**src/rtl/cts_pkg.sv**
```systemverilog
package cts_pkg;

  typedef enum logic [1:0] {
    OP_START = 2'd0,
    OP_SEND  = 2'd1,
    OP_RECV  = 2'd2,
    OP_STOP  = 2'd3
  } bus_op_e;

  typedef enum logic [2:0] {
    ST_IDLE,
    ST_START,
    ST_EVAL,
    ST_SEND,
    ST_RECV,
    ST_STOP
  } seq_state_e;

  localparam int CB_EN  = 15;
  localparam int CB_MST = 10;
  localparam int CB_TRX = 9;
  localparam int CB_XA  = 8;
  localparam int CB_RM  = 2;
  localparam int CB_STP = 1;
  localparam int CB_STT = 0;

  localparam logic [15:0] CTRL_KEEP = 16'hCF87;

  function automatic logic [15:0] ctrl_filter(input logic [15:0] w);
    return w & CTRL_KEEP;
  endfunction

  function automatic logic start_ok(input logic [15:0] c);
    return c[CB_EN] & c[CB_MST] & c[CB_STT] & ~c[CB_XA];
  endfunction

  function automatic logic [15:0] ctrl_clear(input logic [15:0] c,
                                             input logic kill_stt,
                                             input logic kill_stp,
                                             input logic kill_mst);
    logic [15:0] m;
    m = '0;
    m[CB_STT] = kill_stt;
    m[CB_STP] = kill_stp;
    m[CB_MST] = kill_mst;
    return c & ~m;
  endfunction

endpackage

```
**src/rtl/cts_ctrl_reg.sv**
```systemverilog
module cts_ctrl_reg
  import cts_pkg::*;
(
  input  logic        clk,
  input  logic        rst_n,
  input  logic        wr,
  input  logic [15:0] wdata,
  input  logic        clr_start,
  input  logic        clr_stop,
  input  logic        clr_master,
  output logic [15:0] ctrl_q
);

  logic [15:0] base;

  assign base = wr ? ctrl_filter(wdata) : ctrl_q;

  // Sequencer clears are applied on top of a same-cycle write.
  always_ff @(posedge clk or negedge rst_n) begin
    if (!rst_n) ctrl_q <= '0;
    else        ctrl_q <= ctrl_clear(base, clr_start, clr_stop, clr_master);
  end

endmodule

```
**src/rtl/cts_count.sv**
```systemverilog
module cts_count #(
  parameter int CNT_W = 16
) (
  input  logic             clk,
  input  logic             rst_n,
  input  logic             soft_clr,
  input  logic             prog_wr,
  input  logic [CNT_W-1:0] prog_data,
  input  logic             load,
  input  logic             dec,
  output logic [CNT_W-1:0] count_q
);

  logic [CNT_W-1:0] prog_q;

  function automatic logic [CNT_W-1:0] step_down(input logic [CNT_W-1:0] v);
    return (v == '0) ? v : v - 1'b1;
  endfunction

  always_ff @(posedge clk or negedge rst_n) begin
    if (!rst_n)        prog_q <= '0;
    else if (soft_clr) prog_q <= '0;
    else if (prog_wr)  prog_q <= prog_data;
  end

  always_ff @(posedge clk or negedge rst_n) begin
    if (!rst_n)        count_q <= '0;
    else if (soft_clr) count_q <= '0;
    else if (load)     count_q <= prog_q;
    else if (dec)      count_q <= step_down(count_q);
  end

endmodule

```
**src/rtl/counted_xfer_seq.sv**
```systemverilog
module counted_xfer_seq
  import cts_pkg::*;
#(
  parameter int CNT_W        = 16,
  parameter int BUF_DEPTH    = 4,
  parameter bit LEGACY_RESET = 1'b1,
  localparam int LVL_W       = $clog2(BUF_DEPTH + 1)
) (
  input  logic             clk,
  input  logic             rst_n,
  input  logic             ctrl_wr_i,
  input  logic [15:0]      ctrl_wdata_i,
  input  logic             cnt_wr_i,
  input  logic [CNT_W-1:0] cnt_wdata_i,
  input  logic [LVL_W-1:0] tx_level_i,
  input  logic [LVL_W-1:0] rx_level_i,
  input  logic             buf_evt_i,
  output logic             eng_req_o,
  output logic [1:0]       eng_op_o,
  input  logic             eng_done_i,
  input  logic             eng_ack_i,
  output logic             tx_pop_o,
  output logic             rx_push_o,
  output logic             tx_flush_o,
  output logic [15:0]      ctrl_o,
  output logic [CNT_W-1:0] count_o,
  output logic             bus_busy_o,
  output logic             tx_ready_o,
  output logic             rx_ready_o,
  output logic             ardy_o,
  output logic             nack_o
);

  localparam logic [LVL_W-1:0] FULL_LVL = LVL_W'(BUF_DEPTH);

  function automatic logic rx_room(input logic [LVL_W-1:0] lvl);
    return lvl < FULL_LVL;
  endfunction

  seq_state_e state_q, state_n;
  logic [15:0] ctrl_q;
  logic [CNT_W-1:0] cnt_q;
  logic busy_q, run_pend_q, txr_q, rxr_q, ardy_q, nack_q;

  // Named internal events
  logic launch_start, clr_stop, clr_master, cnt_load, cnt_dec;
  logic busy_set, busy_clr, ardy_n, nack_n, txr_n, rxr_n, run_take;
  logic pop, push, flush, soft_rst, cnt_nz;

  generate
    if (LEGACY_RESET) begin : g_legacy
      assign soft_rst = ctrl_wr_i & ~ctrl_wdata_i[CB_EN];
    end else begin : g_modern
      assign soft_rst = 1'b0;
    end
  endgenerate

  assign cnt_nz = (cnt_q != '0);

  cts_ctrl_reg u_ctrl (
    .clk        (clk),
    .rst_n      (rst_n),
    .wr         (ctrl_wr_i),
    .wdata      (ctrl_wdata_i),
    .clr_start  (launch_start),
    .clr_stop   (clr_stop),
    .clr_master (clr_master),
    .ctrl_q     (ctrl_q)
  );

  cts_count #(.CNT_W(CNT_W)) u_count (
    .clk       (clk),
    .rst_n     (rst_n),
    .soft_clr  (soft_rst),
    .prog_wr   (cnt_wr_i),
    .prog_data (cnt_wdata_i),
    .load      (cnt_load),
    .dec       (cnt_dec),
    .count_q   (cnt_q)
  );

  always_comb begin
    logic fin;
    state_n      = state_q;
    launch_start = 1'b0;
    clr_stop     = 1'b0;
    clr_master   = 1'b0;
    cnt_load     = 1'b0;
    cnt_dec      = 1'b0;
    busy_set     = 1'b0;
    busy_clr     = 1'b0;
    ardy_n       = 1'b0;
    nack_n       = 1'b0;
    txr_n        = txr_q;
    rxr_n        = rxr_q;
    run_take     = 1'b0;
    pop          = 1'b0;
    push         = 1'b0;
    flush        = 1'b0;
    fin          = 1'b0;
    unique case (state_q)
      ST_IDLE: begin
        if (start_ok(ctrl_q)) begin
          launch_start = 1'b1;
          state_n      = ST_START;
        end else if (busy_q && run_pend_q) begin
          run_take = 1'b1;
          state_n  = ST_EVAL;
        end
      end
      ST_START: begin
        if (eng_done_i) begin
          if (eng_ack_i) begin
            busy_set = 1'b1;
            cnt_load = 1'b1;
            state_n  = ST_EVAL;
          end else begin
            nack_n   = 1'b1;
            clr_stop = 1'b1;
            state_n  = ST_IDLE;
          end
        end
      end
      ST_EVAL: begin
        state_n = ST_IDLE;
        if (ctrl_q[CB_RM]) begin
          if (ctrl_q[CB_STP])            state_n = ST_STOP;
          else if (ctrl_q[CB_TRX]) begin
            if (tx_level_i != '0)        state_n = ST_SEND;
            else                         txr_n   = 1'b1;
          end else begin
            if (rx_room(rx_level_i))     state_n = ST_RECV;
            else                         rxr_n   = 1'b1;
          end
        end else if (ctrl_q[CB_TRX]) begin
          if (cnt_nz && tx_level_i != '0) state_n = ST_SEND;
          else begin
            txr_n = cnt_nz;
            fin   = ~cnt_nz;
          end
        end else begin
          if (cnt_nz && rx_room(rx_level_i)) state_n = ST_RECV;
          else begin
            rxr_n = (rx_level_i != '0);
            fin   = ~cnt_nz;
          end
        end
        if (fin) begin
          if (ctrl_q[CB_STP]) state_n = ST_STOP;
          else begin
            ardy_n     = 1'b1;
            clr_master = 1'b1;
          end
        end
      end
      ST_SEND: begin
        if (eng_done_i) begin
          pop     = 1'b1;
          cnt_dec = ~ctrl_q[CB_RM];
          if (eng_ack_i) state_n = ST_EVAL;
          else begin
            nack_n   = 1'b1;
            clr_stop = 1'b1;
            txr_n    = ctrl_q[CB_RM];
            state_n  = ST_IDLE;
          end
        end
      end
      ST_RECV: begin
        if (eng_done_i) begin
          push    = 1'b1;
          cnt_dec = ~ctrl_q[CB_RM];
          state_n = ST_EVAL;
        end
      end
      ST_STOP: begin
        if (eng_done_i) begin
          flush    = 1'b1;
          clr_stop = 1'b1;
          cnt_load = 1'b1;
          busy_clr = 1'b1;
          state_n  = ST_IDLE;
        end
      end
      default: state_n = ST_IDLE;
    endcase
  end

  always_ff @(posedge clk or negedge rst_n) begin
    if (!rst_n) begin
      state_q    <= ST_IDLE;
      busy_q     <= 1'b0;
      run_pend_q <= 1'b0;
      txr_q      <= 1'b0;
      rxr_q      <= 1'b0;
      ardy_q     <= 1'b0;
      nack_q     <= 1'b0;
    end else if (soft_rst) begin
      state_q    <= ST_IDLE;
      busy_q     <= 1'b0;
      run_pend_q <= 1'b0;
      txr_q      <= 1'b0;
      rxr_q      <= 1'b0;
      ardy_q     <= 1'b0;
      nack_q     <= 1'b0;
    end else begin
      state_q    <= state_n;
      busy_q     <= busy_set | (busy_q & ~busy_clr);
      run_pend_q <= (buf_evt_i & busy_q) | (run_pend_q & busy_q & ~run_take);
      txr_q      <= txr_n;
      rxr_q      <= rxr_n;
      ardy_q     <= ardy_n;
      nack_q     <= nack_n;
    end
  end

  always_comb begin
    eng_req_o = 1'b1;
    eng_op_o  = OP_START;
    unique case (state_q)
      ST_START: eng_op_o = OP_START;
      ST_SEND:  eng_op_o = OP_SEND;
      ST_RECV:  eng_op_o = OP_RECV;
      ST_STOP:  eng_op_o = OP_STOP;
      default:  eng_req_o = 1'b0;
    endcase
  end

  assign tx_pop_o   = pop;
  assign rx_push_o  = push;
  assign tx_flush_o = flush;
  assign ctrl_o     = ctrl_q;
  assign count_o    = cnt_q;
  assign bus_busy_o = busy_q;
  assign tx_ready_o = txr_q;
  assign rx_ready_o = rxr_q;
  assign ardy_o     = ardy_q;
  assign nack_o     = nack_q;

endmodule

```
**config.mk**
```make
export PLATFORM = sky130hd
export DESIGN_NAME = counted_xfer_seq
export DESIGN_NICKNAME = d
export VERILOG_FILES = /design/src/rtl/cts_pkg.sv /design/src/rtl/cts_ctrl_reg.sv /design/src/rtl/cts_count.sv /design/src/rtl/counted_xfer_seq.sv
export SDC_FILE = /design/constraint.sdc
export NUM_CORES = 1
export LEC_CHECK = 0
export BUFFER_PORTS_ARGS = -buffer_cell sky130_fd_sc_hd__buf_2
export CAP_MARGIN = 15
export CORE_MARGIN = 2
export CORE_UTILIZATION = 46
export CTS_CLUSTER_SIZE = 10
export DETAILED_ROUTE_END_ITERATION = 10
export PLACE_DENSITY = 0.82
export SLEW_MARGIN = 10
export SYNTH_ARGS = -nofsm -noshare
export SYNTH_HDL_FRONTEND = slang
export SYNTH_HIERARCHICAL = 1
export SYNTH_SLANG_ARGS = --single-unit
export TNS_END_PERCENT = 1
```
**constraint.sdc**
```tcl
create_clock -name clk -period 2.5 [get_ports clk]
set_input_delay 0.25 -clock clk [delete_from_list [all_inputs] [get_ports clk]]
set_output_delay 0.25 -clock clk [all_outputs]
set_load 0.1 [all_outputs]
```
==> results.ini <==
[status]
status = completed

[floorplan]
fp.dieH_um = 82.9
io_pins = 88
die_w_um = 82.9
die_area_um2 = 6870
core_um2 = 5960
start_util = 0.480
rows = 28

[global_route]
first_global_vias = 2550
grt_max_degree = 28
busiest_layer = met2
track_usage = 0.210
use_met2 = 0.349
met3_usage = 0.0427
use_met1 = 0.277
antenna_found_initial = 0
grt_pass1_wl_um = 12100
gr-total-overflow = 0

[synthesis]
synthCells = 303
ys_seq_area_frac = 0.446
synth_edf_count = 0
synthDistinctLibCells = 53
ys_ff_latch = 51
syn-mean-instance-area_um2 = 9.44
synth_area_um2 = 2860
ys_warn_count = 6
ys.flop_type = dfrtp_1
async_reset_ff_frac = 1.00

[layout]
fin_util = 0.581
stdcell_area_um2 = 3460
antenna-diode-count = 0
num-nets-final = 432
drive_above_1_share = 0.297
area_delta_synth_final_pct = 21.0
final.fill_count = 557

[clocking]
numCtsBuffers = 5
cts.clk_slew.worst_paths_ps = 90
ctsRootBufferMaster = clkbuf_8
cts_buffer_depth = 2
cts_setup_buffers = 0
htreeDepth = 2
cts.sinks = 51
cts_tree = yes
clk_latency_ps = 310

[worst_setup_path]
worstPathArrival_ps = 2580
cp_cell_sequence = buf_4 -> nand2_1 -> mux2_2 -> nor3_2 -> nand4bb_1 -> or3_2 -> or3_1 -> a311oi_1
crit_slowest_cell = or3_2
critPathKind = register to register
path_max_fanout = 12
cp-end-kind = register
cp_slowest_stage_delay_ps = 460
required_ps = 2710
crit_path_start_kind = register

[timing]
finalHoldViolCount = 0
rsz0062_at_grt = false
period_share = 0.944
relSlewSlack = 0.569
worstMarginPinSlew_ps = 647
fin_skew_ps = 7.43
min_period_ps = 2360
drv_slew = 0
setup_viol = 0
max_freq_ghz = 0.424
tns_ps = 0

[placement]
io_buffers = 75
dpl.hpwl_um = 5310
dpl_cell_area_um2 = 3370
place_congestion = 0.919

[power]
p_int_uw = 1990
ir_drop_mv = 1.07
power_density_nw_per_um2 = 1380
p_sw_frac = 0.583
p_leak_uw = 0.00170
pwr-share-seq = 0.263
p_comb_frac = 0.639
clkPwrFrac = 0.097
power_switching_uw = 2790

[routing]
routed-via-count = 2648
routedWlPerCell_um = 16.1
dr.pass1.iters = 4
routed_wl_um = 7430
vias_per_cell = 5.73
drc = 0
ant_nets = 0
drtIter0Drc = 241

[flow_run]
maxCapViolations = 0

[worst_hold_path]
hp-class = input port to register

-- cell type report --
class                   count  area, µm²  share of cell area
multi-input cells         223       1450               0.418
flip-flops and latches     51       1280               0.369
repair buffers             91        510               0.147
well taps                  75       93.8              0.0271
clock buffers               7       76.3              0.0220
inverters                  14       52.6              0.0152
clock inverters             1       5.00             0.00145
-- per-layer routing --
layer | up-vias | share of wire
met2 | 111 | 0.49
met1 | 1256 | 0.43
met3 | 17 | 0.063
met4 | 0 | 0.015
met5 | - | 0
li1 | 1264 | -
-- synthesized netlist by cell type (2+ instances only) --
master | n | area, µm²
nor4_1 | 11 | 68.8
o21ai_0 | 7 | 35.0
or4_1 | 4 | 30.0
nor3b_1 | 2 | 15.0
o31ai_1 | 3 | 22.5
nor2_1 | 47 | 176
buf_6 | 2 | 22.5
a31oi_1 | 3 | 18.8
or3_1 | 4 | 25.0
mux2i_1 | 22 | 220
or2_2 | 2 | 12.5
nand2_1 | 20 | 75.1
a2111oi_0 | 2 | 17.5
dfrtp_1 | 51 | 1280
o311ai_0 | 2 | 17.5
clkbuf_1 | 10 | 37.5
nand3_1 | 4 | 20.0
a21oi_1 | 10 | 50.1
mux2_4 | 7 | 105
or3_2 | 2 | 15.0
nand2b_1 | 5 | 31.3
or4_4 | 2 | 22.5
a311oi_1 | 6 | 52.6
nand4_1 | 2 | 12.5
inv_1 | 14 | 52.6
a211oi_1 | 8 | 60.1
buf_4 | 6 | 45.0
nor2b_1 | 3 | 18.8
nor3_1 | 15 | 75.1
and4_1 | 4 | 35.0
-- what timing repair did --
action                     in CTS  in global routing
setup endpoints to repair       0                  4
hold endpoints to repair       26                  0
gates resized for setup         0                  1
hold buffers                    1                  0
-- registers in the layout, summed over array words and instances (netlist names) --
signal,count
ardy_o,1
bus_busy_o,1
nack_o,1
run_pend_q,1
rx_ready_o,1
state_q,3
tx_ready_o,1
u_count/count_q,16
u_count/prog_q,16
u_ctrl/ctrl_q,10
-- cells in the final DEF (no fill, tap or decap), types with 3 or more instances in the layout --
| master | instances |
|---|---|
| nand2b_1 | 5 |
| nor3_1 | 13 |
| dfrtp_1 | 51 |
| a21oi_1 | 10 |
| o31ai_1 | 3 |
| nand2_1 | 20 |
| nor4_1 | 11 |
| a311oi_1 | 6 |
| clkbuf_8 | 5 |
| nor2_1 | 47 |
| buf_2 | 75 |
| buf_4 | 14 |
| or3_1 | 4 |
| nor2b_1 | 3 |
| and4_1 | 4 |
| a211oi_1 | 8 |
| conb_1 | 6 |
| a31oi_1 | 3 |
| or4_1 | 4 |
| mux2_4 | 7 |
| o21ai_0 | 7 |
| mux2i_1 | 22 |
| inv_1 | 14 |
| nand3_1 | 4 |
-- per-stage QoR --
stage / setup WS, ps / hold WS, ps / std cells / total power, µW
floorplan: -201 / -45.6 / 308 / 3650
global placement: 190 / 306 / 453 / 4200
detailed placement: 116 / 313 / 453 / 4260
CTS: 54.6 / 170 / 462 / 4750
global route: 35.5 / 161 / 462 / 5020
finish: 139 / 173 / 462 / 4780
-- critical path: cells and delay by family (launching register included) --
kind,cells,cell delay (ps)
buf+inv,1,180
mux,1,260
compound gates,1,240
flops,1,360
simple gates,5,1220
-- power groups by stage --
stage	sequential, µW	clock (µW)	combinational, µW
after floorplan	2230	0	1410
final	1260	465	3050
after detailed placement	1260	0	2990
after CTS	1250	476	3020
after global routing	1300	517	3210
after global placement	1250	0	2950
-- path summary, 6_finish.rpt --
path | start | to | slack [ps] | cells after the start
worst max register to register | state_q[2]$_DFFE_PN0P_ | u_count/count_q[6]$_DFFE_PN0P_ | 140 | 8
min in group asynchronous | rst_n | u_count/prog_q[13]$_DFFE_PN0P_ | 500 | 2
worst min-delay path | ctrl_wdata_i[8] | u_ctrl/ctrl_q[8]$_DFFE_PN0P_ | 170 | 2
worst max-delay path | state_q[2]$_DFFE_PN0P_ | u_count/count_q[6]$_DFFE_PN0P_ | 140 | 8
max in group asynchronous | rst_n | u_count/prog_q[1]$_DFFE_PN0P_ | 1440 | 3
worst min register to register | u_ctrl/ctrl_q[7]$_DFFE_PN0P_ | u_ctrl/ctrl_q[7]$_DFFE_PN0P_ | 510 | 1
-- kinds of logic after synthesis --
kind of cell,after synthesis,share of synthesized area
buffers and inverters,34,0.0582
adder cells (fa/ha/maj),1,0.00437
XOR/XNOR,1,0.00306
AND/OR/NAND/NOR,134,0.244
multiplexers,30,0.118
other,1,0.00131
flip-flops,51,0.446
AO/OA/AOI/OAI,51,0.126
Power figures use the tool's default switching activity.
